===== src/rtl/lpc_pkg.sv =====
package lpc_pkg;
    // number of taps on the even phase (includes the unit tap)
    function automatic int taps_even(input int k);
        return (k + 1) / 2;
    endfunction

    // number of taps on the odd phase (includes the unit tap)
    function automatic int taps_odd(input int k);
        return k / 2;
    endfunction
endpackage


===== src/rtl/lpc_line_buf.sv =====
// One line of storage: written and read at a shared circular address.
module lpc_line_buf #(
    parameter int WIDTH = 16,
    parameter int DEPTH = 64,
    parameter int AW    = $clog2(DEPTH)
) (
    input  logic             clk_i,
    input  logic             we_i,
    input  logic [AW-1:0]    addr_i,
    input  logic [WIDTH-1:0] wdata_i,
    output logic [WIDTH-1:0] rdata_o
);
    logic [WIDTH-1:0] mem_q [DEPTH];

    // read returns the value stored one full line ago at this address
    assign rdata_o = mem_q[addr_i];

    always_ff @(posedge clk_i) begin
        if (we_i) begin
            mem_q[addr_i] <= wdata_i;
        end
    end
endmodule


===== src/rtl/lpc_ctrl.sv =====
// Line pointer, line length register and history fill counter.
module lpc_ctrl #(
    parameter int MAX_LEN = 64,
    parameter int MAXD    = 2,
    parameter int AW      = $clog2(MAX_LEN),
    parameter int LEN_W   = $clog2(MAX_LEN + 1),
    parameter int FILL_W  = $clog2(MAXD + 1) + 1
) (
    input  logic              clk_i,
    input  logic              rst_ni,
    input  logic              load_i,
    input  logic [LEN_W-1:0]  len_i,
    input  logic              in_valid_i,
    output logic [AW-1:0]     ptr_o,
    output logic [LEN_W-1:0]  len_o,
    output logic [FILL_W-1:0] fill_o
);
    typedef struct packed {
        logic [AW-1:0]     ptr;
        logic [LEN_W-1:0]  len;
        logic [FILL_W-1:0] fill;
    } ctrl_t;

    ctrl_t st_d, st_q;

    always_comb begin
        st_d = st_q;
        if (load_i) begin
            if (len_i == '0 || len_i > LEN_W'(MAX_LEN)) begin
                st_d.len = LEN_W'(MAX_LEN);
            end else begin
                st_d.len = len_i;
            end
            st_d.ptr  = '0;
            st_d.fill = '0;
        end else if (in_valid_i) begin
            if ({1'b0, st_q.ptr} == (LEN_W + 1)'(st_q.len) - 1'b1) begin
                st_d.ptr = '0;
                if (st_q.fill < FILL_W'(MAXD)) begin
                    st_d.fill = st_q.fill + 1'b1;
                end
            end else begin
                st_d.ptr = st_q.ptr + 1'b1;
            end
        end
    end

    always_ff @(posedge clk_i) begin
        if (!rst_ni) begin
            st_q.ptr  <= '0;
            st_q.len  <= LEN_W'(MAX_LEN);
            st_q.fill <= '0;
        end else begin
            st_q <= st_d;
        end
    end

    assign ptr_o  = st_q.ptr;
    assign len_o  = st_q.len;
    assign fill_o = st_q.fill;
endmodule


===== src/rtl/lpc_tap_sum.sv =====
// Weighted sum of the current pair and the line-delayed copies.
module lpc_tap_sum #(
    parameter int DATA_W = 16,
    parameter int COEF_W = 16,
    parameter int FRAC_W = 12,
    parameter int NE     = 3,
    parameter int NO     = 2,
    parameter int ACC_W  = 36,
    parameter int FILL_W = 3
) (
    input  logic [DATA_W-1:0]          ph0_i,
    input  logic [DATA_W-1:0]          ph1_i,
    input  logic [(NE-1)*DATA_W-1:0]   dly_even_i,
    input  logic [(NO-1)*DATA_W-1:0]   dly_odd_i,
    input  logic [(NE-1)*COEF_W-1:0]   coef_even_i,
    input  logic [(NO-1)*COEF_W-1:0]   coef_odd_i,
    input  logic [FILL_W-1:0]          fill_i,
    output logic signed [ACC_W-1:0]    acc_o
);
    localparam int PW = DATA_W + COEF_W;

    logic signed [ACC_W-1:0] base;
    logic signed [ACC_W-1:0] sum_even;
    logic signed [ACC_W-1:0] sum_odd;

    always_comb begin
        base = (ACC_W'($signed(ph0_i)) + ACC_W'($signed(ph1_i))) <<< FRAC_W;
    end

    always_comb begin
        logic signed [PW-1:0] prod;
        sum_even = '0;
        for (int i = 1; i < NE; i++) begin
            prod = $signed(dly_even_i[(i-1)*DATA_W +: DATA_W])
                 * $signed(coef_even_i[(i-1)*COEF_W +: COEF_W]);
            // a tap reaching before the load sees zero history
            if (fill_i >= FILL_W'(i)) begin
                sum_even = sum_even + ACC_W'(prod);
            end
        end
    end

    always_comb begin
        logic signed [PW-1:0] prod;
        sum_odd = '0;
        for (int i = 1; i < NO; i++) begin
            prod = $signed(dly_odd_i[(i-1)*DATA_W +: DATA_W])
                 * $signed(coef_odd_i[(i-1)*COEF_W +: COEF_W]);
            if (fill_i >= FILL_W'(i)) begin
                sum_odd = sum_odd + ACC_W'(prod);
            end
        end
    end

    assign acc_o = base + sum_even + sum_odd;
endmodule


===== src/rtl/line_poly_combiner.sv =====
module line_poly_combiner #(
    parameter int K       = 5,
    parameter int DATA_W  = 16,
    parameter int COEF_W  = 16,
    parameter int FRAC_W  = 12,
    parameter int MAX_LEN = 64,
    parameter int LEN_W   = $clog2(MAX_LEN + 1),
    parameter int OUT_W   = DATA_W + COEF_W - FRAC_W + $clog2(K) + 1
) (
    input  logic                                        clk_i,
    input  logic                                        rst_ni,
    input  logic                                        load_i,
    input  logic [LEN_W-1:0]                            len_i,
    input  logic [(lpc_pkg::taps_even(K)-1)*COEF_W-1:0] coef_even_i,
    input  logic [(lpc_pkg::taps_odd(K)-1)*COEF_W-1:0]  coef_odd_i,
    input  logic                                        in_valid_i,
    input  logic [DATA_W-1:0]                           ph0_i,
    input  logic [DATA_W-1:0]                           ph1_i,
    output logic                                        out_valid_o,
    output logic [OUT_W-1:0]                            out_o
);
    localparam int NE     = lpc_pkg::taps_even(K);
    localparam int NO     = lpc_pkg::taps_odd(K);
    localparam int MAXD   = NE - 1;
    localparam int AW     = $clog2(MAX_LEN);
    localparam int FILL_W = $clog2(MAXD + 1) + 1;
    localparam int ACC_W  = OUT_W + FRAC_W;

    logic [AW-1:0]     ptr_w;
    logic [LEN_W-1:0]  len_w;
    logic [FILL_W-1:0] fill_w;
    logic              accept;

    assign accept = in_valid_i && !load_i;

    lpc_ctrl #(
        .MAX_LEN(MAX_LEN), .MAXD(MAXD), .AW(AW), .LEN_W(LEN_W), .FILL_W(FILL_W)
    ) u_ctrl (
        .clk_i     (clk_i),
        .rst_ni    (rst_ni),
        .load_i    (load_i),
        .len_i     (len_i),
        .in_valid_i(in_valid_i),
        .ptr_o     (ptr_w),
        .len_o     (len_w),
        .fill_o    (fill_w)
    );

    // chained line buffers; stage 0 is the undelayed input
    logic [DATA_W-1:0] even_tap [NE];
    logic [DATA_W-1:0] odd_tap  [NO];
    logic [(NE-1)*DATA_W-1:0] dly_even;
    logic [(NO-1)*DATA_W-1:0] dly_odd;

    assign even_tap[0] = ph0_i;
    assign odd_tap[0]  = ph1_i;

    for (genvar e = 1; e < NE; e++) begin : g_even_line
        lpc_line_buf #(.WIDTH(DATA_W), .DEPTH(MAX_LEN), .AW(AW)) u_buf (
            .clk_i  (clk_i),
            .we_i   (accept),
            .addr_i (ptr_w),
            .wdata_i(even_tap[e-1]),
            .rdata_o(even_tap[e])
        );
        assign dly_even[(e-1)*DATA_W +: DATA_W] = even_tap[e];
    end

    for (genvar o = 1; o < NO; o++) begin : g_odd_line
        lpc_line_buf #(.WIDTH(DATA_W), .DEPTH(MAX_LEN), .AW(AW)) u_buf (
            .clk_i  (clk_i),
            .we_i   (accept),
            .addr_i (ptr_w),
            .wdata_i(odd_tap[o-1]),
            .rdata_o(odd_tap[o])
        );
        assign dly_odd[(o-1)*DATA_W +: DATA_W] = odd_tap[o];
    end

    logic signed [ACC_W-1:0] acc_w;

    lpc_tap_sum #(
        .DATA_W(DATA_W), .COEF_W(COEF_W), .FRAC_W(FRAC_W),
        .NE(NE), .NO(NO), .ACC_W(ACC_W), .FILL_W(FILL_W)
    ) u_sum (
        .ph0_i      (ph0_i),
        .ph1_i      (ph1_i),
        .dly_even_i (dly_even),
        .dly_odd_i  (dly_odd),
        .coef_even_i(coef_even_i),
        .coef_odd_i (coef_odd_i),
        .fill_i     (fill_w),
        .acc_o      (acc_w)
    );

    typedef struct packed {
        logic [OUT_W-1:0] out;
        logic             vld;
    } out_t;

    out_t o_d, o_q;

    always_comb begin
        logic signed [ACC_W-1:0] shifted;
        shifted = acc_w >>> FRAC_W;
        o_d     = o_q;
        o_d.vld = 1'b0;
        if (accept) begin
            o_d.out = shifted[OUT_W-1:0];
            o_d.vld = (fill_w >= FILL_W'(MAXD));
        end
    end

    always_ff @(posedge clk_i) begin
        if (!rst_ni) begin
            o_q <= '0;
        end else begin
            o_q <= o_d;
        end
    end

    assign out_valid_o = o_q.vld;
    assign out_o       = o_q.out;
endmodule


===== config.mk =====
export PLATFORM = sky130hd
export DESIGN_NAME = line_poly_combiner
export DESIGN_NICKNAME = d
export VERILOG_FILES = /design/src/rtl/lpc_pkg.sv /design/src/rtl/lpc_line_buf.sv /design/src/rtl/lpc_ctrl.sv /design/src/rtl/lpc_tap_sum.sv /design/src/rtl/line_poly_combiner.sv
export SDC_FILE = /design/constraint.sdc
export NUM_CORES = 2
export LEC_CHECK = 0
export CAP_MARGIN = 0
export CORE_ASPECT_RATIO = 1.5
export CORE_UTILIZATION = 46
export DETAILED_ROUTE_END_ITERATION = 10
export MAX_ROUTING_LAYER = met4
export PLACE_DENSITY = 0.66
export SYNTH_ARGS = -nofsm -noshare
export SYNTH_HDL_FRONTEND = slang
export SYNTH_SLANG_ARGS = --single-unit

===== constraint.sdc =====
create_clock -name clk_i -period 33.1 [get_ports clk_i]
set_clock_uncertainty 0.2 [all_clocks]
set_input_delay 4.965 -clock clk_i [delete_from_list [all_inputs] [get_ports clk_i]]
set_output_delay 4.965 -clock clk_i [all_outputs]
set_load 0.03 [all_outputs]

==> results_dict.tcl <==
set metrics [dict create \
    globalRouteMet2Util_pct 46.8 \
    wirelength_mm 435 \
    critPathLaunchType "input port" \
    setup_viol 0 \
    multi_input_area_mm2 0.0548 \
    fmax_ghz 0.0516 \
    drv_cap 0 \
    drt_iter0_drc 8884 \
    grt_pass1_vias 84900 \
    dpl_cell_area_mm2 0.159 \
    stdcell_area_mm2 0.168 \
    die_area_mm2 0.333 \
    drv_slew 0 \
    vias 80300 \
    crit_type "in -> reg" \
    fin_nets 9969 \
    numClockSinks 3119 \
    cts_resized 0 \
    cts-root-buf "clkbuf_16" \
    seq_area_frac_synth_pct 61.2 \
    min_period_ns 19.39 \
    finalHoldViolations 0 \
    syn_inst 8443 \
    grt_overflow 0 \
    area_growth_pct 10.6 \
    max_stage_delay_ns 1.06 \
    critical_path.top_delay_family "adder cells" \
    yosysWarnings 0 \
    drc 0 \
    met1_usage_pct 31.2 \
    initial_core_util_pct 46.2 \
    yosysUniqueCellTypes 83 \
    required_ns 33.69 \
    total_power_mw 14.7 \
    final.fill_count 26200 \
    grt_max_degree 117 \
    pin_count 116 \
    rsz0062_at_grt "false" \
    die_h_um 706 \
    viasPerCell 6.08 \
    cts_tree "yes" \
    synthArstFlopShare_pct 0 \
    grt_pass1_wl_mm 618 \
    antenna_found_initial 22 \
    seqCellArea_mm2 0.0932 \
    syn_area_per_cell_um2 18.0 \
    use_met3_pct 3.52 \
    crit_top_cell "fa_1" \
    coreArea_mm2 0.329 \
    holdBufCountCts 0 \
    dr.pass1.iters 7 \
    path_clk_slew_ns 0.06 \
    cts_buffers 288 \
    ys.flop_type "edfxtp_1" \
    die_w_um 472 \
    post-route-util_pct 51.1 \
    outcome "finished clean" \
    arrival_ns 19.97 \
    rows 258 \
    fin_crit_sh_pct 58.6 \
    critPathCaptureType "register" \
    worstMarginPinSlew_ns 1.31 \
    crit_buf_inv 6 \
    power_density_mw_per_mm2 87.6 \
    grt_usage_pct 27.1 \
    cp_max_fo 16 \
    routabilityCongestion 0.944 \
    hpwlAfterDp_mm 262 \
    p_leak_nw 57.2 \
    ys_seq_elements 3119 \
    slew_headroom_pct 12.5 \
    syn_nets 9725 \
    hold_path_class "reg -> reg" \
    port_buffers 115 \
    syn-cell-area_mm2 0.152 \
    peakVddDrop_mv 0.247 \
    ctsHtreeMaxLevel 5 \
    post_cts_buffers 0 \
    antenna_left 0 \
    clock_latency_ns 0.91 \
    drive_gt1_share_pct 19.5 \
    setup-tns-final_ns 0 \
    wl_per_cell_um 32.9 \
    synth_edf_count 3072 \
    busiest_layer "met2" \
    cp_slowest_cell "clkdlybuf4s50_1" \
    cts_buffer_depth 4 \
]
[layout make-up]
cell class,count,area share (%)
diodes,14,0.0208
clock buffers,348,4.50
clock inverters,159,0.819
inverters,864,1.93
multi-input cells,4094,32.6
flip-flops and latches,3119,55.4
well taps,4290,3.19
repair buffers,320,1.58
[cell usage in the layout, fill, tap and decap left out, drive strengths merged, types with 14 or more instances in the layout]
master	netlist	final
or2	19	19
clkbuf	251	348
nand2b	37	37
xnor2	82	82
nand4	22	22
diode	0	14
a21oi	98	98
ha	332	332
and2	353	353
fa	859	859
clkinv	1	113
o21bai	19	19
nor2b	39	39
clkdlybuf4s50	0	83
bufinv	0	18
a31oi	20	20
nor3	31	31
a21o	65	65
mux2i	25	25
edfxtp	3072	3072
nand3	26	26
inv	863	879
mux4	975	975
a211oi	27	27
o21ai	86	86
o21a	23	23
buf	115	237
or3	14	14
dfxtp	47	47
nand2	512	512
xor2	55	55
nor2	220	220
[cell families (layout without fill, tap and decap cells)]
kind of cell	after synthesis	count (layout)	synth area share (%)
AOI/OAI and AO/OA	437	437	1.92
buffers and inverters	1230	1691	3.12
other	0	14	0
DFF	3119	3119	61.2
muxes	1012	1012	14.7
and+or+nand+nor	1317	1317	4.21
adders and majority gates	1191	1191	14.0
xor gates and xnor gates	137	137	0.788
[flip-flops by register name, indices dropped and copies added (netlist names), named ones only]
signal                   flops
out_o                       24
g_even_line.u_buf.mem_q   2048
u_ctrl.fill_o                3
out_valid_o                  1
u_ctrl.len_o                 7
u_ctrl.ptr_o                 6
g_odd_line.u_buf.mem_q    1024
[final timing paths]
kind,start,endpoint,slack (ns),depth (start not counted)
setup / recovery,coef_even_i[1],out_o[23],13.71,46
setup reg to reg,register,out_o[23],13.75,56
hold / removal,out_o[14],out_o[14],0.26,2
hold reg to reg,out_o[14],out_o[14],0.26,2
[cells in the mapped netlist (all sizes together), types with 5 or more instances]
master,instances,share of area (%)
a2111oi,6,0.039
a211o,6,0.035
a211oi,27,0.14
a21boi,8,0.039
a21o,65,0.32
a21oi,98,0.32
a22oi,7,0.035
a31o,7,0.040
a31oi,20,0.082
and2,353,1.5
and3,13,0.053
buf,115,0.37
clkbuf,251,0.62
dfxtp,47,0.62
edfxtp,3072,61
fa,859,11
ha,332,2.7
inv,863,2.1
mux2,12,0.089
mux2i,25,0.16
mux4,975,14
nand2,512,1.3
nand2b,37,0.15
nand3,26,0.085
nand3b,6,0.030
nand4,22,0.090
nor2,220,0.54
nor2b,39,0.16
nor3,31,0.11
nor3b,5,0.028
nor4,8,0.043
o2111ai,6,0.035
o211ai,5,0.025
o21a,23,0.11
o21ai,86,0.28
o21bai,19,0.094
o22ai,9,0.037
o31ai,13,0.073
or2,19,0.078
or3,14,0.061
or4,6,0.030
xnor2,82,0.47
xor2,55,0.32
[where the power goes]
part	total (mW)	leakage (nW)	internal [mW]	switching, mW
clock	3.24	4.37	1.79	1.46
combinational	7.14	24.8	2.86	4.28
sequential	4.35	28.0	4.35	0.00497
total	14.7	57.2	9.00	5.74
[metal layers]
| metal | up-vias | routed length, µm |
|---|---|---|
| li1 | 32200 | - |
| met1 | 43500 | 150000 |
| met2 | 3710 | 229000 |
| met3 | 889 | 31000 |
| met4 | 0 | 24300 |
| met5 | - | 0 |
[worst reg2reg max path, delay by kind of cell, from the launching register on]
family / cells / cell delay [ns]
adders and majority gates: 15 / 6.64
buffers and inverters: 10 / 3.00
xor gates and xnor gates: 1 / 0.61
AOI/OAI and AO/OA: 20 / 5.04
muxes: 3 / 1.77
DFF: 1 / 0.70
and+or+nand+nor: 7 / 1.32
[through the flow]
step	setup WS, ns	hold slack, ns	std cells
2_1_floorplan	15.30	0.269	8443
3_3_place_gp	13.15	0.253	12700
3_5_place_dp	12.98	0.259	12700
4_1_cts	13.79	0.270	13200
5_1_grt	12.81	0.298	13200
6_report	13.71	0.265	13200
No activity file was read; power rests on OpenSTA's default activity.
